===== src/rtl/rtcser_pkg.sv =====
package rtcser_pkg;

  localparam logic [7:0] CMD_STAT_RD = 8'h30;
  localparam logic [7:0] CMD_CTRL_RD = 8'h31;
  localparam logic [7:0] CMD_CTRL_WR = 8'hB1;
  localparam logic [7:0] STAT_CLR_MASK = 8'h18;
  localparam logic [7:0] STAT_ALARM    = 8'h08;

  typedef enum logic [2:0] {
    SRC_NONE,
    SRC_RAM,
    SRC_TIME,
    SRC_STAT,
    SRC_CTRL
  } src_e;

  function automatic src_e decode_src(input logic [7:0] c);
    if (c[7:5] == 3'b000)      return SRC_RAM;
    else if (c[7:4] == 4'h2)   return SRC_TIME;
    else if (c == CMD_STAT_RD) return SRC_STAT;
    else if (c == CMD_CTRL_RD) return SRC_CTRL;
    else                       return SRC_NONE;
  endfunction

  function automatic logic is_ram_wr(input logic [7:0] c);
    return c[7:5] == 3'b100;
  endfunction

endpackage


===== src/rtl/rtcser_ram.sv =====
module rtcser_ram #(
  parameter int DEPTH = 32,
  parameter int WIDTH = 8,
  localparam int AW = $clog2(DEPTH)
) (
  input  logic             clk,
  input  logic             we,
  input  logic [AW-1:0]    waddr,
  input  logic [WIDTH-1:0] wdata,
  input  logic [AW-1:0]    raddr,
  output logic [WIDTH-1:0] rdata
);

  logic [WIDTH-1:0] mem [DEPTH];

  always_ff @(posedge clk) begin
    if (we) mem[waddr] <= wdata;
    rdata <= mem[raddr];
  end

endmodule


===== src/rtl/rtcser_seq.sv =====
module rtcser_seq
  import rtcser_pkg::*;
#(
  parameter int SEL_BIT = 0,
  parameter int CLK_BIT = 1,
  parameter int DAT_BIT = 2,
  parameter int BITS    = 8,
  localparam int PH_W   = $clog2(2 * BITS)
) (
  input  logic            clk,
  input  logic            rst,
  input  logic            wr,
  input  logic [BITS-1:0] wdata,
  input  logic [BITS-1:0] src_byte,
  output logic [BITS-1:0] cmd_o,
  output logic [BITS-1:0] ctl_o,
  output logic [BITS-1:0] rd_bits_o,
  output logic            commit_o,
  output logic [BITS-1:0] commit_cmd_o,
  output logic [BITS-1:0] commit_val_o
);

  localparam logic [PH_W-1:0] LAST_PH = PH_W'(2 * BITS - 1);

  logic            idle_q;
  logic [PH_W-1:0] phase_q;
  logic [BITS-1:0] cmd_q, val_q, ctl_q, rdb_q;

  logic            fall, sel, edge_ok, in_data, rd_act, host_bit, drv_bit, line_bit;
  logic [PH_W-1:0] cur_ph;
  logic [BITS-1:0] nxt_val, ctl_nxt;
  src_e            src;

  always_comb begin
    sel      = wdata[SEL_BIT];
    fall     = ctl_q[CLK_BIT] & ~wdata[CLK_BIT];
    edge_ok  = wr & sel & fall;
    cur_ph   = idle_q ? '0 : phase_q;
    in_data  = cur_ph[PH_W-1];
    src      = decode_src(cmd_q);
    rd_act   = in_data && (src != SRC_NONE);
    host_bit = wdata[DAT_BIT];
    drv_bit  = src_byte[(BITS-1) - int'(cur_ph[PH_W-2:0])];
    line_bit = rd_act ? drv_bit : host_bit;
    nxt_val  = {val_q[BITS-2:0], line_bit};
    ctl_nxt  = wdata;
    if (edge_ok && rd_act) ctl_nxt[DAT_BIT] = drv_bit;
  end

  assign commit_o     = edge_ok && (cur_ph == LAST_PH);
  assign commit_cmd_o = cmd_q;
  assign commit_val_o = nxt_val;
  assign cmd_o        = cmd_q;
  assign ctl_o        = ctl_q;
  assign rd_bits_o    = rdb_q;

  always_ff @(posedge clk) begin
    if (rst) begin
      idle_q  <= 1'b1;
      phase_q <= '0;
      cmd_q   <= '0;
      val_q   <= '0;
      ctl_q   <= '0;
      rdb_q   <= '0;
    end else if (wr) begin
      ctl_q <= ctl_nxt;
      if (!sel) begin
        idle_q  <= 1'b1;
        phase_q <= '0;
      end else if (fall) begin
        if (!in_data) cmd_q <= {cmd_q[BITS-2:0], host_bit};
        else          val_q <= nxt_val;
        if (rd_act)   rdb_q <= {rdb_q[BITS-2:0], drv_bit};
        if (cur_ph == LAST_PH) begin
          idle_q  <= 1'b1;
          phase_q <= '0;
        end else begin
          idle_q  <= 1'b0;
          phase_q <= cur_ph + 1'b1;
        end
      end
    end
  end

  // after the last data edge the sequencer is idle
  p_commit_idles_r11: assert property (@(posedge clk) disable iff (rst)
    commit_o |=> idle_q);
  // deselect forces idle
  p_desel_idles_r10: assert property (@(posedge clk) disable iff (rst)
    (wr && !wdata[SEL_BIT]) |=> idle_q);
  // command register moves only on a selected falling clock
  p_cmd_on_fall_r2: assert property (@(posedge clk) disable iff (rst)
    !edge_ok |=> $stable(cmd_q));
  // read-back register moves only while a read command drives the line
  p_rdb_read_only_r12: assert property (@(posedge clk) disable iff (rst)
    !(edge_ok && rd_act) |=> $stable(rdb_q));

endmodule


===== src/rtl/rtcser_regs.sv =====
module rtcser_regs
  import rtcser_pkg::*;
#(
  parameter int          NUM_TIME   = 6,
  parameter int          RAM_DEPTH  = 32,
  parameter int          CLR_BIT    = 2,
  parameter logic [7:0]  STATUS_RST = 8'h90,
  localparam int         TIDX_W     = $clog2(NUM_TIME),
  localparam int         AW         = $clog2(RAM_DEPTH)
) (
  input  logic              clk,
  input  logic              rst,
  input  logic [7:0]        cmd,
  input  logic              commit,
  input  logic [7:0]        commit_cmd,
  input  logic [7:0]        commit_val,
  input  logic              tm_ld,
  input  logic [TIDX_W-1:0] tm_idx,
  input  logic [7:0]        tm_bcd,
  input  logic              evt,
  input  logic [7:0]        ram_q,
  output logic              ram_we,
  output logic [AW-1:0]     ram_wa,
  output logic [AW-1:0]     ram_ra,
  output logic [7:0]        src_byte,
  output logic              irq
);

  logic [7:0] tm_q [NUM_TIME];
  logic [7:0] stat_q, ctrl_q, stat_nxt, tsel;
  logic       irq_q, irq_nxt, ctrl_wr, clr;

  for (genvar g = 0; g < NUM_TIME; g++) begin : g_time
    always_ff @(posedge clk) begin
      if (rst)                                     tm_q[g] <= '0;
      else if (tm_ld && tm_idx == TIDX_W'(g))      tm_q[g] <= tm_bcd;
    end
  end

  always_comb begin
    tsel = '0;
    for (int i = 0; i < NUM_TIME; i++)
      if (int'(cmd[3:0]) == i) tsel = tm_q[i];
  end

  always_comb begin
    unique case (decode_src(cmd))
      SRC_RAM:  src_byte = ram_q;
      SRC_TIME: src_byte = tsel;
      SRC_STAT: src_byte = stat_q;
      SRC_CTRL: src_byte = ctrl_q;
      default:  src_byte = '0;
    endcase
  end

  assign ram_we = commit && is_ram_wr(commit_cmd);
  assign ram_wa = commit_cmd[AW-1:0];
  assign ram_ra = cmd[AW-1:0];

  always_comb begin
    ctrl_wr  = commit && (commit_cmd == CMD_CTRL_WR);
    clr      = ctrl_wr && commit_val[CLR_BIT];
    stat_nxt = stat_q;
    irq_nxt  = irq_q;
    if (clr) begin
      stat_nxt = stat_nxt & ~STAT_CLR_MASK;
      irq_nxt  = 1'b0;
    end
    if (evt) begin
      stat_nxt = stat_nxt | STAT_ALARM;
      irq_nxt  = 1'b1;
    end
  end

  always_ff @(posedge clk) begin
    if (rst) begin
      stat_q <= STATUS_RST;
      ctrl_q <= '0;
      irq_q  <= 1'b0;
    end else begin
      stat_q <= stat_nxt;
      irq_q  <= irq_nxt;
      if (ctrl_wr) ctrl_q <= commit_val;
    end
  end

  assign irq = irq_q;

  // an alarm always wins over a simultaneous clear
  p_evt_wins_r9: assert property (@(posedge clk) disable iff (rst)
    evt |=> irq_q);
  // a clearing control write without alarm drops the interrupt
  p_clr_drops_irq_r8: assert property (@(posedge clk) disable iff (rst)
    (commit && commit_cmd == CMD_CTRL_WR && commit_val[CLR_BIT] && !evt) |=> !irq_q);
  // interrupt mirrors the alarm status bit
  p_irq_tracks_stat_r8: assert property (@(posedge clk) disable iff (rst)
    irq_q == stat_q[3]);
  // control byte changes only through a 0xB1 commit
  p_ctrl_hold_r6: assert property (@(posedge clk) disable iff (rst)
    !(commit && commit_cmd == CMD_CTRL_WR) |=> $stable(ctrl_q));

endmodule


===== src/rtl/rtcser_top.sv =====
module rtcser_top #(
  parameter int         RAM_DEPTH  = 32,
  parameter int         NUM_TIME   = 6,
  parameter int         SEL_BIT    = 0,
  parameter int         CLK_BIT    = 1,
  parameter int         DAT_BIT    = 2,
  parameter logic [7:0] STATUS_RST = 8'h90,
  localparam int        TIDX_W     = $clog2(NUM_TIME),
  localparam int        AW         = $clog2(RAM_DEPTH)
) (
  input  logic              clk,
  input  logic              rst,
  input  logic              ctl_wr,
  input  logic [7:0]        ctl_wdata,
  output logic [7:0]        ctl_rdata,
  input  logic              tm_ld,
  input  logic [TIDX_W-1:0] tm_idx,
  input  logic [7:0]        tm_bcd,
  input  logic              alarm_evt,
  output logic              rtc_irq,
  output logic [7:0]        rd_bits
);

  logic [7:0]    cmd, src_byte, commit_cmd, commit_val, ram_q;
  logic          commit, ram_we;
  logic [AW-1:0] ram_wa, ram_ra;

  rtcser_seq #(
    .SEL_BIT(SEL_BIT), .CLK_BIT(CLK_BIT), .DAT_BIT(DAT_BIT), .BITS(8)
  ) u_seq (
    .clk(clk), .rst(rst), .wr(ctl_wr), .wdata(ctl_wdata), .src_byte(src_byte),
    .cmd_o(cmd), .ctl_o(ctl_rdata), .rd_bits_o(rd_bits), .commit_o(commit),
    .commit_cmd_o(commit_cmd), .commit_val_o(commit_val)
  );

  rtcser_regs #(
    .NUM_TIME(NUM_TIME), .RAM_DEPTH(RAM_DEPTH), .CLR_BIT(2), .STATUS_RST(STATUS_RST)
  ) u_regs (
    .clk(clk), .rst(rst), .cmd(cmd), .commit(commit), .commit_cmd(commit_cmd),
    .commit_val(commit_val), .tm_ld(tm_ld), .tm_idx(tm_idx), .tm_bcd(tm_bcd),
    .evt(alarm_evt), .ram_q(ram_q), .ram_we(ram_we), .ram_wa(ram_wa),
    .ram_ra(ram_ra), .src_byte(src_byte), .irq(rtc_irq)
  );

  rtcser_ram #(.DEPTH(RAM_DEPTH), .WIDTH(8)) u_ram (
    .clk(clk), .we(ram_we), .waddr(ram_wa), .wdata(commit_val),
    .raddr(ram_ra), .rdata(ram_q)
  );

endmodule


===== config.mk =====
export PLATFORM = sky130hd
export DESIGN_NAME = rtcser_top
export DESIGN_NICKNAME = d
export VERILOG_FILES = /design/src/rtl/rtcser_pkg.sv /design/src/rtl/rtcser_ram.sv /design/src/rtl/rtcser_seq.sv /design/src/rtl/rtcser_regs.sv /design/src/rtl/rtcser_top.sv
export SDC_FILE = /design/constraint.sdc
export NUM_CORES = 1
export LEC_CHECK = 0
export BUFFER_PORTS_ARGS = -buffer_cell sky130_fd_sc_hd__buf_2
export CAP_MARGIN = 20
export CORE_MARGIN = 3
export CORE_UTILIZATION = 46
export CTS_CLUSTER_SIZE = 20
export DETAILED_ROUTE_END_ITERATION = 10
export PLACE_DENSITY = 0.6
export SLEW_MARGIN = 0
export SYNTH_ARGS = -nofsm -noshare
export SYNTH_HDL_FRONTEND = slang
export SYNTH_SLANG_ARGS = --single-unit

===== constraint.sdc =====
create_clock -name clk -period 3.8 [get_ports clk]
set_input_delay 0.38 -clock clk [delete_from_list [all_inputs] [get_ports clk]]
set_output_delay 0.38 -clock clk [all_outputs]
set_load 0.03 [all_outputs]

**After elaboration in Yosys (flattened, before gate mapping)**

Memory sizes are Yosys's and may differ from the RTL's. A register that Yosys moved wholly into a read port is not among the register bits.
Index checks and enable logic that the tools add are counted.

- Bitwise logic cells: 11
- Multiply operators: 0
- Order comparisons: 1
- Add/subtract/negate cells: 2
- Divide/modulo/power cells: 0
- Muxes and demuxes: 55
- Shift operators: 0
- Reductions and logical operators: 21
- Eq/ne operators: 21

Operator list:

| cell | number |
|---|---|
| $mux 8 | 12 |
| $lt 32x5->1 const B | 1 |
| $pmux 8 s4 | 1 |
| $mux 1 | 31 |
| $mux 4 | 5 |
| $eq 8x6->1 const B | 2 |
| $eq 3x2->1 const B | 4 |
| $eq 3x3->1 const B | 4 |
| $eq 4x4->1 const B | 3 |
| $logic_and 1x1->1 | 12 |
| $mux 3 | 4 |
| $reduce_and 4->1 | 3 |
| $eq 4x2->1 const B | 2 |
| $eq 4x3->1 const B | 2 |
| $eq 8x8->1 const B | 1 |
| $eq 3x1->1 const B | 2 |
| $logic_not 3->1 | 2 |
| $or 1x1->1 | 6 |
| $mux 5 | 1 |
| $add 4x1->4 const B | 1 |
| $logic_not 4->1 | 1 |
| $sub 3x3->4 const A | 1 |
| $and 1x1->1 | 3 |
| $bmux 1 s3 | 1 |
| other kinds (5) | 6 |

- Latch bits: 0
- Input port bits: 24
- Word-level logic and storage cells: 123
- Register bits after elaboration: 53
- Output and inout bits: 17
- Memories: 2
- ROM bits: 0
- Bits in writable memories: 304

Memory list:

| name | depth | width | rd ports | clocked after Yosys merged registers in | wr ports | line | RTL |
|---|---|---|---|---|---|---|---|
| u_ram.mem | 32 | 8 | 1 | 1 | 1 | rtcser_ram.sv:14 | `logic [WIDTH-1:0] mem [DEPTH];` |
| u_regs.tm_q | 6 | 8 | 6 | 0 | 6 | rtcser_regs.sv:29 | `logic [7:0] tm_q [NUM_TIME];` |

**Logic depth before layout (Yosys ltp)**

Gate-level depths: netlist of the first run.

- Depth in word-level cells: 12
- Mapped depth: 11
- Depth with buffers taken out: 9

**By module**

From an unflattened synthesis of the first run, not the netlist that was laid out.

- Cells, all modules: 864
- Area total of the unflattened synthesis: 14734.1 µm²

Modules (own cells, without submodules):

| module | cells an instance | area each (µm²) | seq. area each (µm²) | times used |
|---|---|---|---|---|
| rtcser_ram | 418 | 10052.1 | 7847.5 | 1 |
| rtcser_regs | 267 | 3103.0 | 1641.6 | 1 |
| rtcser_seq | 179 | 1579.0 | 720.7 | 1 |

**Worst setup path before layout of the first run**

OpenSTA, ideal clock, no wires.

- Kind: reg2reg
- Start point: reg u_seq.cmd_q[5] (netlist: u_seq.cmd_o[5])
- End point: mem u_ram.mem[0][0], data pin
- Library setup time: 0.278 ns
- Stages on the path, launching flop included: 10
- Period minus slack after synthesis: 2.592 ns
- Required time: 3.522 ns
- Data arrival time: 2.314 ns
- Setup slack: 1.208 ns
- Buffers on the path: 2
- Path through: dfxtp_1 buf_6 or4b_1 buf_6 nor2_4 a221o_1 a221oi_1 a2111oi_2 o22ai_1 nand2_1

- Word-level cells in the longest chain between the ends: 11
- Elaborated cells on any way between the ends: 19
- Those cells by class: eq/ne (7); mux (9); reduce/logical (3)

Ends and longest elaborated chain:

| item | line | RTL |
|---|---|---|
| from (decl) | rtcser_seq.sv:27 | `logic [BITS-1:0] cmd_q, val_q, ctl_q, rdb_q;` |
| from (signal assigned) | rtcser_seq.sv:71 | `if (!in_data) cmd_q <= {cmd_q[BITS-2:0], host_bit};` |
| $eq 8x6->1 | rtcser_pkg.sv:21 | `else if (c == CMD_CTRL_RD) return SRC_CTRL;` |
| $mux 3 | rtcser_pkg.sv:21 |  |
| $mux 3 | rtcser_pkg.sv:20 | `else if (c == CMD_STAT_RD) return SRC_STAT;` |
| $mux 3 | rtcser_pkg.sv:19 | `else if (c[7:4] == 4'h2) return SRC_TIME;` |
| $mux 3 * | rtcser_pkg.sv:18 | `if (c[7:5] == 3'b000) return SRC_RAM;` |
| $eq 3x3->1, or another cell as far along | rtcser_regs.sv:47 | `unique case (decode_src(cmd))` |
| $pmux 8 s4 | rtcser_regs.sv:47 |  |
| $bmux 1 s3 | rtcser_seq.sv:43 | `drv_bit = src_byte[(BITS-1) - int'(cur_ph[PH_W-2:0])];` |
| $mux 1 (not written as such) (2 in series) | rtcser_seq.sv:43 |  |
| $mux 1 * | rtcser_seq.sv:44 | `line_bit = rd_act ? drv_bit : host_bit;` |
| named net commit_val[0] | rtcser_top.sv:24 | `logic [7:0] cmd, src_byte, commit_cmd, commit_val, ram_q;` |
| to (decl) | rtcser_ram.sv:14 |  |

The timed path passes the listed nets; every way through them passes the cells marked *. The select of a mux whose other input is x is not followed.

**Worst setup path in the final report of the first run**

- Start point: reg u_seq.idle_q
- End point: mem u_ram.mem[22][6] (enable)

- Word-level cells in the longest chain between the ends: 6

Ends and longest elaborated chain:

| item | line | RTL |
|---|---|---|
| from (decl) | rtcser_seq.sv:25 | `logic idle_q;` |
| from (signal assigned) | rtcser_seq.sv:59 | `idle_q <= 1'b1;` |
| from (signal assigned) | rtcser_seq.sv:68 | `idle_q <= 1'b1;` |
| from (signal assigned) | rtcser_seq.sv:75 | `idle_q <= 1'b1;` |
| $mux 4 | rtcser_seq.sv:38 | `cur_ph = idle_q ? '0 : phase_q;` |
| $eq 4x4->1 | rtcser_seq.sv:50 | `assign commit_o = edge_ok && (cur_ph == LAST_PH);` |
| $logic_and 1x1->1 | rtcser_seq.sv:50 |  |
| $logic_and 1x1->1 | rtcser_regs.sv:56 | `assign ram_we = commit && is_ram_wr(commit_cmd);` |
| $mux 1 | rtcser_ram.sv:17 | `if (we) mem[waddr] <= wdata;` |
| $mux 1 (not written as such) | rtcser_ram.sv:17 |  |

Every way passes these cells.

==> results of run 1 <==
## final timing paths
| path | to | cells past startpoint |
|---|---|---|
| setup / recovery | u_ram.mem[22][6] | 8 |
| hold / removal | u_regs.stat_q[3] | 3 |
| hold reg to reg | u_regs.stat_q[4] | 1 |
| setup reg to reg | u_ram.mem[22][6] | 8 |
## placed cells by master, fill, tap and decap left out, types with 6 or more instances in the layout
master and count:
mux2_2 11, nor2_1 79, a21oi_1 26, buf_2 40, mux4_2 80, clkbuf_1 10
clkinv_1 6, nand2b_1 9, o21ai_0 9, nor3_1 9, dfxtp_1 45, nand2_1 39
edfxtp_1 304, buf_4 28, clkbuf_16 39, inv_1 7, nor2b_1 9, dfxtp_2 7
mux2i_1 31, and2_1 49
## cells in the mapped netlist, types with 5 or more instances
cell type / number / area share, %
a211oi_1: 5 / 0.26
nand2_1: 39 / 1.0
nor2b_1: 9 / 0.39
nor2_1: 79 / 2.0
or3_1: 5 / 0.22
nand2b_1: 9 / 0.39
buf_2: 15 / 0.52
clkbuf_1: 23 / 0.59
a221oi_1: 5 / 0.30
dfxtp_1: 54 / 7.4
mux4_2: 80 / 12
mux2i_1: 31 / 2.1
mux2_2: 11 / 0.85
and2_1: 49 / 2.1
edfxtp_1: 304 / 63
inv_1: 7 / 0.18
buf_4: 7 / 0.36
a21oi_1: 26 / 0.89
nor3_1: 9 / 0.31
o21ai_0: 9 / 0.31
## critical path, stage by stage (launching register included)
cell	delay (ns)
dfxtp_1	0.38
nand2b_1	0.29
inv_1	0.15
ha_1	0.20
and3_1	0.22
nand4b_1	0.18
nor3_1	0.26
nand2_1	0.44
nor2_1	0.74
## layer usage
metal  routed length [um]  vias to the layer above  part of all wire (%)  track usage (%)
met5                    0                        -                     0                0
met1                14970                     4006                    45            29.98
met2                15760                      220                    48            31.50
li1                     -                     3483                     -                -
met3                 1756                       43                   5.3            3.146
met4                  644                        0                   1.9            4.415
## where the power goes
part	leakage (nW)	internal, mW	switching, mW	total [mW]
clock network	0.536	1.95	1.44	3.39
logic	1.59	0.0438	0.0852	0.129
registers	3.80	4.25	0.0188	4.27
## final cells by class
cell class	instances	area, sq um	share of cell area [%]
clock buffer	49	1013	6.194
clock inverter	17	121.4	0.7417
inverter	8	30.03	0.1835
multi-input combinational	440	4066	24.85
sequential	358	10230	62.49
tap	396	495.5	3.028
timing repair buffer	68	410.4	2.508
## state kept, by name (all words and copies together), names as in the netlist
| signal | flops |
|---|---|
| u_regs.ctrl_q | 8 |
| u_seq.val_q | 7 |
| u_seq.cmd_o | 8 |
| u_regs.tm_q | 48 |
| u_regs.stat_q | 2 |
| u_seq.rd_bits_o | 8 |
| u_seq.idle_q | 1 |
| u_seq.phase_q | 4 |
| u_ram.mem | 256 |
| u_seq.ctl_o | 8 |
| u_ram.rdata | 8 |
## cell families (layout without fill, tap and decap cells)
logic type      Yosys count  count (layout)  synth area share (%)
fa+ha+maj                 1               1               0.08600
buf+inv                  56             142                 1.858
compound gates           86              86                 4.283
flops                   358             358                 70.19
simple gates            231             231                 8.214
mux                     122             122                 15.37
==> impl_table.tex, run 1 <==
\begin{tabular}{lr}
\hline
Metric & Value \\
\hline
\multicolumn{2}{l}{\textbf{Floorplanning}} \\
Number of rows in the core area & 64 \\
Overall die area & 0.03379 sq mm \\
Width of the die & 183.8 um \\
Vertical die dimension & 183.8 um \\
Placeable Area & 0.03091 sq mm \\
Count of boundary I/O pins & 41 \\
Initial standard-cell utilization of the core & 47.06\% \\
\multicolumn{2}{l}{\textbf{Placed design}} \\
Pre-CTS worst setup slack & 0.6139 ns \\
Placed instance count & 1270 \\
Count of input and output buffers & 40 \\
HPWL after detailed placement & 20.90 mm \\
Post-placement cell area & 0.01523 sq mm \\
Final GP Congestion & 0.8378 \\
\multicolumn{2}{l}{\textbf{Timing}} \\
Final setup vio count & 0 \\
Tightest hold margin & 0.09312 ns \\
RSZ-0062 raised after global routing & no \\
Worst slew margin relative to its limit & 30.01\% \\
Slack of the critical path & 0.5768 ns \\
Worst Max-Slew Pin Slew & 1.050 ns \\
Final worst-path cycle share & 84.82\% \\
Achievable Freq & 310.2 MHz \\
Final-layout setup total negative slack & 0 ns \\
Final number of max-transition violations & 0 \\
Fin Clk Skew & 0.02586 ns \\
Number of hold violations in the final report & 0 \\
Final worst path period need & 3.223 ns \\
\multicolumn{2}{l}{\textbf{Layout}} \\
Number of filler instances in the final layout & 2499 \\
Post-route standard cell area excluding fillers & 0.01636 sq mm \\
Share of cells above drive strength 1 & 24.79\% \\
Fin util & 52.94\% \\
Nets & 938 \\
Fin cells & 1336 \\
Synth-to-Final Area Change & 12.49\% \\
Count of inserted antenna diode cells & 0 \\
\multicolumn{2}{l}{\textbf{Synth}} \\
Share of the yosys chip area belonging to registers & 70.19\% \\
Synthesized cell area & 0.01455 sq mm \\
Count of flip-flops with a built-in enable after synthesis & 304 \\
Unique cell type count in the Yosys netlist & 66 \\
Fraction of registers with async set/reset & 0\% \\
Post-Syn Nets & 879 \\
Number of instances in the synthesized netlist & 854 \\
Yosys warns & 0 \\
Post-synthesis sequential element count & 358 \\
Main flop type after synthesis & edfxtp\_1 \\
Avg Synthesized Cell Area & 17.03 sq um \\
\multicolumn{2}{l}{\textbf{CTS}} \\
Num CTS Buffers & 37 \\
Clock transition at path regs & 0.06 ns \\
Worst-Skew Late Latency & 0.53 ns \\
CTS Root Cell & clkbuf\_16 \\
Post\_cts resized & 0 \\
Number of sinks handled by clock tree synthesis & 358 \\
Number of buffers inserted by hold repair at cts & 0 \\
Buffers inserted by post-CTS timing repair & 0 \\
Buffers from clock root to sink, at most & 3 \\
H-tree depth reported by CTS & 2 \\
TritonCTS clock tree & yes \\
\multicolumn{2}{l}{\textbf{Setup path}} \\
Worst-case register-to-register setup slack & 0.58 ns \\
Maximum fanout along the worst path & 9 \\
FF-to-FF Start & u\_seq.idle\_q \\
Worst Setup SP & u\_seq.idle\_q \\
Endpoint class of the critical path & register \\
Critical path class & reg -> reg \\
Arr. time, crit path & 3.37 ns \\
Data required time at the worst endpoint & 3.94 ns \\
Nature of the critical path startpoint & register \\
\multicolumn{2}{l}{\textbf{GRT}} \\
First-pass GRT wire length & 50.23 mm \\
Global-route congestion overflow total & 0 \\
Vias in the first global route & 7656 \\
Total routing resource utilization after global routing & 20.01\% \\
Largest net degree at the start of global routing & 56 \\
Initial antenna violation count & 0 \\
\multicolumn{2}{l}{\textbf{Power and ir drop}} \\
Reported leakage power & 5.924 nW \\
Pwr/cell area & 476.1 mW/mm\^{}2 \\
Final Power & 7.791 mW \\
Worst supply voltage drop on vdd & 315.8 uV \\
\multicolumn{2}{l}{\textbf{Routing}} \\
Routed wire length & 33.13 mm \\
Per-cell via count in the routed design & 5.802 \\
Number of DRC markers in iteration 0 & 807 \\
Remaining routing DRC violations & 0 \\
Via total after detailed routing & 7752 \\
Detailed Routing Iterations Pass 1 & 5 \\
Average wire length per cell after detail routing & 24.79 um \\
Antenna viol nets, final & 0 \\
\multicolumn{2}{l}{\textbf{Status}} \\
Outcome & finished clean \\
\multicolumn{2}{l}{\textbf{Job}} \\
Max-cap violation count & 0 \\
\multicolumn{2}{l}{\textbf{Worst hold path}} \\
Hold Path Origin & alarm\_evt \\
Hold Path Class & in -> reg \\
\hline
\end{tabular}
Note: power is estimated with default switching activity, not from simulation.
==> inputs of run 2 (changes only) <==
==> constraint.sdc (replaced) <==
create_clock -name clk -period 3.2 [get_ports clk]
set_input_delay 0.32 -clock clk [delete_from_list [all_inputs] [get_ports clk]]
set_output_delay 0.32 -clock clk [all_outputs]
set_load 0.03 [all_outputs]
==> run 2 against run 1 <==
Critical endpoint is now u_ram.mem[22][7]. Fmax rose by 8.1%. Combinational power rose by 21%. Via count rose by 0.43%. Die area did not move. Sequential share of layout area fell by 1.3 points. Power rose by 23%. Largest cell class unchanged. First-iteration DRC count fell by 6.2%. Worst setup slack got worse by 0.36 ns.
==> impl_table.tex, run 2 (same netlist as run 1, synthesis figures left out) <==
\begin{tabular}{lr}
\hline
Metric & Value \\
\hline
\multicolumn{2}{l}{\textbf{Setup path}} \\
FF-to-FF Start & u\_seq.idle\_q (unchanged) \\
Worst-case register-to-register setup slack & 0.22 ns (was 0.58 ns) \\
Cells along the critical path & nand2b\_1 > inv\_1 > ha\_1 > and3\_1 > nand4b\_1 > nor3\_1 > nand2\_1 > nor2\_1 > buf\_4 (was nand2b\_1 > inv\_1 > ha\_1 > and3\_1 > nand4b\_1 > nor3\_1 > nand2\_1 > nor2\_1) \\
Capture point of the worst reg-to-reg path & u\_ram.mem[22][7] (was u\_ram.mem[22][6]) \\
Worst path max stage delay & 0.43 ns (was 0.74 ns) \\
Critical path class & reg -> reg (unchanged) \\
Arr. time, crit path & 3.20 ns (was 3.37 ns) \\
Nature of the critical path startpoint & register (unchanged) \\
Endpoint class of the critical path & register (unchanged) \\
Data required time at the worst endpoint & 3.42 ns (was 3.94 ns) \\
Length in cells of the worst reg-to-reg path & 9 (was 8) \\
Maximum fanout along the worst path & 9 (unchanged) \\
Critical path's slowest cell & nand2\_1 (was nor2\_1) \\
\multicolumn{2}{l}{\textbf{Floorplanning}} \\
Count of boundary I/O pins & 41 (unchanged) \\
Vertical die dimension & 183.8 um (unchanged) \\
Overall die area & 0.03379 sq mm (unchanged) \\
Width of the die & 183.8 um (unchanged) \\
Initial standard-cell utilization of the core & 47.06\% (unchanged) \\
Placeable Area & 0.03091 sq mm (unchanged) \\
Number of rows in the core area & 64 (unchanged) \\
\multicolumn{2}{l}{\textbf{Routing}} \\
Antenna viol nets, final & 0 (unchanged) \\
Routed wire length & 31.96 mm (was 33.13 mm) \\
Via total after detailed routing & 7785 (was 7752) \\
Average wire length per cell after detail routing & 23.31 um (was 24.79 um) \\
Remaining routing DRC violations & 0 (unchanged) \\
Number of DRC markers in iteration 0 & 757 (was 807) \\
Detailed Routing Iterations Pass 1 & 5 (unchanged) \\
Per-cell via count in the routed design & 5.678 (was 5.802) \\
\multicolumn{2}{l}{\textbf{CTS}} \\
Number of sinks handled by clock tree synthesis & 358 (unchanged) \\
CTS Root Cell & clkbuf\_16 (unchanged) \\
Worst-Skew Late Latency & 0.51 ns (was 0.53 ns) \\
Num CTS Buffers & 39 (was 37) \\
H-tree depth reported by CTS & 2 (unchanged) \\
Clock transition at path regs & 0.06 ns (about the same) \\
Buffers inserted by post-CTS timing repair & 0 (unchanged) \\
Number of buffers inserted by hold repair at cts & 0 (unchanged) \\
Post\_cts resized & 0 (unchanged) \\
TritonCTS clock tree & yes (unchanged) \\
Buffers from clock root to sink, at most & 3 (unchanged) \\
\multicolumn{2}{l}{\textbf{Timing}} \\
RSZ-0062 raised after global routing & no (unchanged) \\
Number of hold violations in the final report & 0 (unchanged) \\
Final-layout setup total negative slack & 0 ns (unchanged) \\
Final setup vio count & 0 (unchanged) \\
Tightest hold margin & 0.01792 ns (was 0.09312 ns) \\
Fin Clk Skew & 0.02053 ns (was 0.02586 ns) \\
Worst Max-Slew Pin Slew & 0.9333 ns (was 1.050 ns) \\
Achievable Freq & 335.4 MHz (was 310.2 MHz) \\
Final number of max-transition violations & 0 (unchanged) \\
Final worst path period need & 2.981 ns (was 3.223 ns) \\
Final worst-path cycle share & 93.17\% (was 84.82\%) \\
Worst slew margin relative to its limit & 37.65\% (was 30.01\%) \\
\multicolumn{2}{l}{\textbf{Power and ir drop}} \\
Reported leakage power & 6.153 nW (was 5.924 nW) \\
Pwr/cell area & 575.3 mW/mm\^{}2 (was 476.1 mW/mm\^{}2) \\
Worst supply voltage drop on vdd & 413.6 uV (was 315.8 uV) \\
\multicolumn{2}{l}{\textbf{Worst hold path}} \\
Hold-critical path endpoint & u\_regs.stat\_q[3] (unchanged) \\
Hold Path Class & in -> reg (unchanged) \\
Worst hold stages & 3 (unchanged) \\
Hold Path Origin & alarm\_evt (unchanged) \\
\multicolumn{2}{l}{\textbf{Layout}} \\
Register containing the most flip-flops in the final layout & u\_ram.mem (unchanged) \\
Synth-to-Final Area Change & 14.91\% (was 12.49\%) \\
Share of cells above drive strength 1 & 27.49\% (was 24.79\%) \\
Most common cell after layout, fill and taps aside & edfxtp\_1 (unchanged) \\
Highest-count cells in the layout ignoring fill and taps & edfxtp\_1, mux4\_2, nor2\_1 (unchanged) \\
Largest register FFs & 256 (unchanged) \\
Number of filler instances in the final layout & 2495 (was 2499) \\
Area occupied by registers & 0.01022 sq mm (was 0.01023 sq mm) \\
Leading registers by flop count & u\_ram.mem (256), u\_regs.tm\_q (48) (unchanged) \\
Nets & 972 (was 938) \\
Fin util & 54.08\% (was 52.94\%) \\
Combined area of the multi-input logic cells & 0.004071 sq mm (was 0.004066 sq mm) \\
Count of inserted antenna diode cells & 0 (unchanged) \\
\multicolumn{2}{l}{\textbf{GRT}} \\
Initial antenna violation count & 0 (unchanged) \\
Vias in the first global route & 7635 (was 7656) \\
Global-route congestion overflow total & 0 (unchanged) \\
First-pass GRT wire length & 48.98 mm (was 50.23 mm) \\
Total routing resource utilization after global routing & 19.24\% (was 20.01\%) \\
Largest net degree at the start of global routing & 47 (was 56) \\
\multicolumn{2}{l}{\textbf{Placed design}} \\
Final GP Congestion & 0.8476 (was 0.8378) \\
HPWL after detailed placement & 20.57 mm (was 20.90 mm) \\
Count of input and output buffers & 40 (unchanged) \\
\multicolumn{2}{l}{\textbf{Job}} \\
Max-cap violation count & 0 (unchanged) \\
\multicolumn{2}{l}{\textbf{Status}} \\
Outcome & finished clean (unchanged) \\
\hline
\end{tabular}
-- run 2: cell count changes in the layout (fill, tap and decap cells not counted) --
cell	before	now
buf_4	28	60
bufinv_16	1	5
clkbuf_1	10	11
clkinv_1	6	5
clkinv_2	3	5
clkinv_4	1	0
clkinvlp_2	2	1
clkinvlp_4	4	3
dfxtp_1	45	46
dfxtp_2	7	6
nand3_1	4	3
nand3_2	0	1
-- run 2: per-stage QoR --
| step | setup slack, ns | std cells | area [sq um] | total power [mW] |
|---|---|---|---|---|
| final | 0.2185 | 1371 | 16720 | 9.616 |
| after global routing | 0.06154 | 1371 | 16720 | 9.922 |
| after CTS | 0.1812 | 1371 | 16710 | 9.702 |
| after detailed placement | 0.2352 | 1302 | 15470 | 5.327 |
| after global placement | 0.1835 | 1302 | 15470 | 5.326 |
| after floorplan | 0.6075 | 854 | 14550 | 5.261 |
-- run 2: worst max-delay path by stage --
stage | startpoint | endpoint | cells past startpoint
finish | u_seq.idle_q | u_ram.mem[22][7] | 9
global route | u_seq.idle_q | u_ram.mem[22][7] | 9
CTS | u_seq.idle_q | u_ram.mem[7][4] | 10
detailed placement | u_seq.idle_q | u_ram.mem[7][4] | 10
global placement | u_seq.idle_q | u_ram.mem[15][3] | 10
floorplan | u_seq.cmd_o[5] | u_ram.mem[0][0] | 9
-- run 2: area by class of cell --
| class | instances | area share (%) |
|---|---|---|
| Sequential cell | 358 | 61.17 |
| Multi-Input combinational cell | 440 | 24.36 |
| Clock buffer | 50 | 6.085 |
| Timing Repair Buffer | 100 | 3.892 |
| Tap cell | 396 | 2.964 |
| Clock inverter | 19 | 1.355 |
| Inverter | 8 | 0.1796 |
-- run 2: metal layers --
metal	vias up	global-route usage [%]	wire length [um]
li1	3560	-	-
met1	3997	29.17	14760
met2	184	29.92	15220
met3	44	3.047	1460
met4	0	4.173	526
met5	-	0	0
-- run 2: where the power goes --
group	switching [mW]	internal (mW)	total, mW
registers	0.0209	5.05	5.07
logic	0.102	0.0534	0.156
clock network	1.74	2.65	4.39
total	1.86	7.76	9.62
-- run 2: worst max-delay path: cells and delay by family (launching register included) --
family                   cells  cell delay, ns
buffers and inverters        2            0.40
flip-flops                   1            0.38
AND/OR/NAND/NOR              6            1.68
adder cells (fa/ha/maj)      1            0.21
==> inputs of run 3 (changes only) <==
--- a/config.mk
+++ b/config.mk
@@ -11,6 +11,7 @@
 export CORE_UTILIZATION = 46
 export CTS_CLUSTER_SIZE = 20
 export DETAILED_ROUTE_END_ITERATION = 10
+export HOLD_SLACK_MARGIN = 0.02
 export PLACE_DENSITY = 0.6
 export SLEW_MARGIN = 0
 export SYNTH_ARGS = -nofsm -noshare
==> run 3 against run 2 <==
Sequential share of layout area hardly changed. Sequential cell count stayed put. Design area barely moved. Critical endpoint unchanged.
==> impl_table.tex, run 3 (same netlist as run 1, synthesis figures left out) <==
\begin{tabular}{lr}
\hline
Metric & Value \\
\hline
\multicolumn{2}{l}{\textbf{Timing}} \\
RSZ-0062 raised after global routing & no (unchanged) \\
Final worst path period need & 2.971 ns (was 2.981 ns) \\
Fin Clk Skew & 0.01995 ns (was 0.02053 ns) \\
Number of hold violations in the final report & 0 (unchanged) \\
Final number of max-transition violations & 0 (unchanged) \\
Worst Max-Slew Pin Slew & 0.9277 ns (was 0.9333 ns) \\
Final-layout setup total negative slack & 0 ns (unchanged) \\
Worst slew margin relative to its limit & 38.02\% (was 37.65\%) \\
Final setup vio count & 0 (unchanged) \\
Final worst-path cycle share & 92.83\% (was 93.17\%) \\
Achievable Freq & 336.6 MHz (was 335.4 MHz) \\
\multicolumn{2}{l}{\textbf{Placed design}} \\
Post-placement cell area & 0.01547 sq mm (unchanged) \\
Count of input and output buffers & 40 (unchanged) \\
HPWL after detailed placement & 20.57 mm (unchanged) \\
Final GP Congestion & 0.8476 (unchanged) \\
\multicolumn{2}{l}{\textbf{GRT}} \\
First-pass GRT wire length & 49.00 mm (was 48.98 mm) \\
Global-route congestion overflow total & 0 (unchanged) \\
Largest net degree at the start of global routing & 47 (unchanged) \\
Vias in the first global route & 7648 (was 7635) \\
Total routing resource utilization after global routing & 19.25\% (was 19.24\%) \\
Initial antenna violation count & 0 (unchanged) \\
\multicolumn{2}{l}{\textbf{Layout}} \\
Share of cells above drive strength 1 & 27.46\% (was 27.49\%) \\
Post-route standard cell area excluding fillers & 0.01673 sq mm (was 0.01672 sq mm) \\
Register containing the most flip-flops in the final layout & u\_ram.mem (unchanged) \\
Count of inserted antenna diode cells & 0 (unchanged) \\
Nets & 973 (was 972) \\
Most common cell after layout, fill and taps aside & edfxtp\_1 (unchanged) \\
Leading registers by flop count & u\_ram.mem (256), u\_regs.tm\_q (48) (unchanged) \\
Number of filler instances in the final layout & 2492 (was 2495) \\
Largest register FFs & 256 (unchanged) \\
Highest-count cells in the layout ignoring fill and taps & edfxtp\_1, mux4\_2, nor2\_1 (unchanged) \\
Synth-to-Final Area Change & 14.98\% (was 14.91\%) \\
\multicolumn{2}{l}{\textbf{Routing}} \\
Number of DRC markers in iteration 0 & 793 (was 757) \\
Routed wire length & 32.13 mm (was 31.96 mm) \\
Detailed Routing Iterations Pass 1 & 5 (unchanged) \\
Via total after detailed routing & 7814 (was 7785) \\
Remaining routing DRC violations & 0 (unchanged) \\
Per-cell via count in the routed design & 5.695 (was 5.678) \\
Average wire length per cell after detail routing & 23.42 um (was 23.31 um) \\
Antenna viol nets, final & 0 (unchanged) \\
\multicolumn{2}{l}{\textbf{Floorplanning}} \\
Overall die area & 0.03379 sq mm (unchanged) \\
Width of the die & 183.8 um (unchanged) \\
Number of rows in the core area & 64 (unchanged) \\
Initial standard-cell utilization of the core & 47.06\% (unchanged) \\
Count of boundary I/O pins & 41 (unchanged) \\
Vertical die dimension & 183.8 um (unchanged) \\
Placeable Area & 0.03091 sq mm (unchanged) \\
\multicolumn{2}{l}{\textbf{Setup path}} \\
Maximum fanout along the worst path & 9 (unchanged) \\
Arr. time, crit path & 3.19 ns (was 3.20 ns) \\
Nature of the critical path startpoint & register (unchanged) \\
Critical path class & reg -> reg (unchanged) \\
Data required time at the worst endpoint & 3.42 ns (about the same) \\
Endpoint class of the critical path & register (unchanged) \\
\multicolumn{2}{l}{\textbf{CTS}} \\
Number of sinks handled by clock tree synthesis & 358 (unchanged) \\
Clock transition at path regs & 0.06 ns (about the same) \\
Num CTS Buffers & 39 (unchanged) \\
Buffers from clock root to sink, at most & 3 (unchanged) \\
H-tree depth reported by CTS & 2 (unchanged) \\
Worst-Skew Late Latency & 0.51 ns (about the same) \\
CTS Root Cell & clkbuf\_16 (unchanged) \\
TritonCTS clock tree & yes (unchanged) \\
\multicolumn{2}{l}{\textbf{Status}} \\
Outcome & finished clean (unchanged) \\
\multicolumn{2}{l}{\textbf{Worst hold path}} \\
Hold Path Class & in -> reg (unchanged) \\
\multicolumn{2}{l}{\textbf{Power and ir drop}} \\
Reported leakage power & 6.157 nW (was 6.153 nW) \\
Worst supply voltage drop on vdd & 413.5 uV (was 413.6 uV) \\
Pwr/cell area & 575.0 mW/mm\^{}2 (was 575.3 mW/mm\^{}2) \\
\multicolumn{2}{l}{\textbf{Job}} \\
Max-cap violation count & 0 (unchanged) \\
\hline
\end{tabular}
-- run 3: cell types whose count changed in the layout (fill, tap and decap cells not counted), sizes merged --
cell / before / now
dlygate4sd3: 0 / 1
-- run 3: area by class of cell --
cell class,instances,area [sq um],share of cell area [%]
flip-flops and latches,358,10220,61.13
multi-input cells,440,4071,24.34
clock buffers,50,1017,6.082
repair buffers,101,660.6,3.950
well taps,396,495.5,2.962
clock inverters,19,226.5,1.354
inverters,8,30.03,0.1795
-- run 3: power breakdown --
part / leakage, nW / internal [mW] / switching (mW)
clock: 0.595 / 2.65 / 1.74
sequential: 3.80 / 5.05 / 0.0213
combinational: 1.76 / 0.0542 / 0.103
-- run 3: metal layers --
metal / global-route usage (%) / up-vias / routed length [um] / share of wire [%]
met2: 29.94 / 202 / 15140 / 47
met1: 29.17 / 4007 / 14950 / 47
li1: - / 3559 / - / -
met4: 4.173 / 0 / 530 / 1.6
met3: 3.047 / 46 / 1504 / 4.7
met5: 0 / - / 0 / 0
-- run 3: worst max-delay path: stages, from the launching register on --
cell      delay (ns)
dfxtp_1         0.39
nand2b_1        0.32
inv_1           0.20
ha_1            0.21
and3_1          0.22
nand4b_1        0.22
nor3_1          0.26
nand2_1         0.41
nor2_1          0.23
buf_4           0.21
-- run 3: final timing paths --
kind,to,depth (start not counted),slack [ns],startpoint
worst max register to register,u_ram.mem[22][7],9,0.23,u_seq.idle_q
worst min register to register,u_seq.rd_bits_o[0],2,0.47,u_seq.rd_bits_o[0]
worst min-delay path,u_seq.ctl_o[6],3,0.04,ctl_wdata[6]
worst max-delay path,u_ram.mem[22][7],9,0.23,u_seq.idle_q
-- run 3: timing repair --
action	CTS	global route
hold buffers	1	0
gates resized for setup	0	1
setup endpoints to repair	0	24
endpoints found under the hold margin	1	0
setup buffers	0	0
-- run 3: stage by stage --
| step | cells | setup slack, ns | hold slack, ns | util [%] | power, mW |
|---|---|---|---|---|---|
| 3_5_place_dp | 1302 | 0.2352 | 0.4571 | 50.04 | 5.327 |
| 2_1_floorplan | 854 | 0.6075 | 0.4221 | - | 5.261 |
| 4_1_cts | 1372 | 0.1812 | 0.02281 | 54.10 | 9.703 |
| 5_1_grt | 1372 | 0.06154 | 0.03034 | 54.11 | 9.923 |
| 3_3_place_gp | 1302 | 0.1835 | 0.4505 | 50.04 | 5.326 |
| 6_report | 1372 | 0.2295 | 0.03985 | 54.11 | 9.618 |
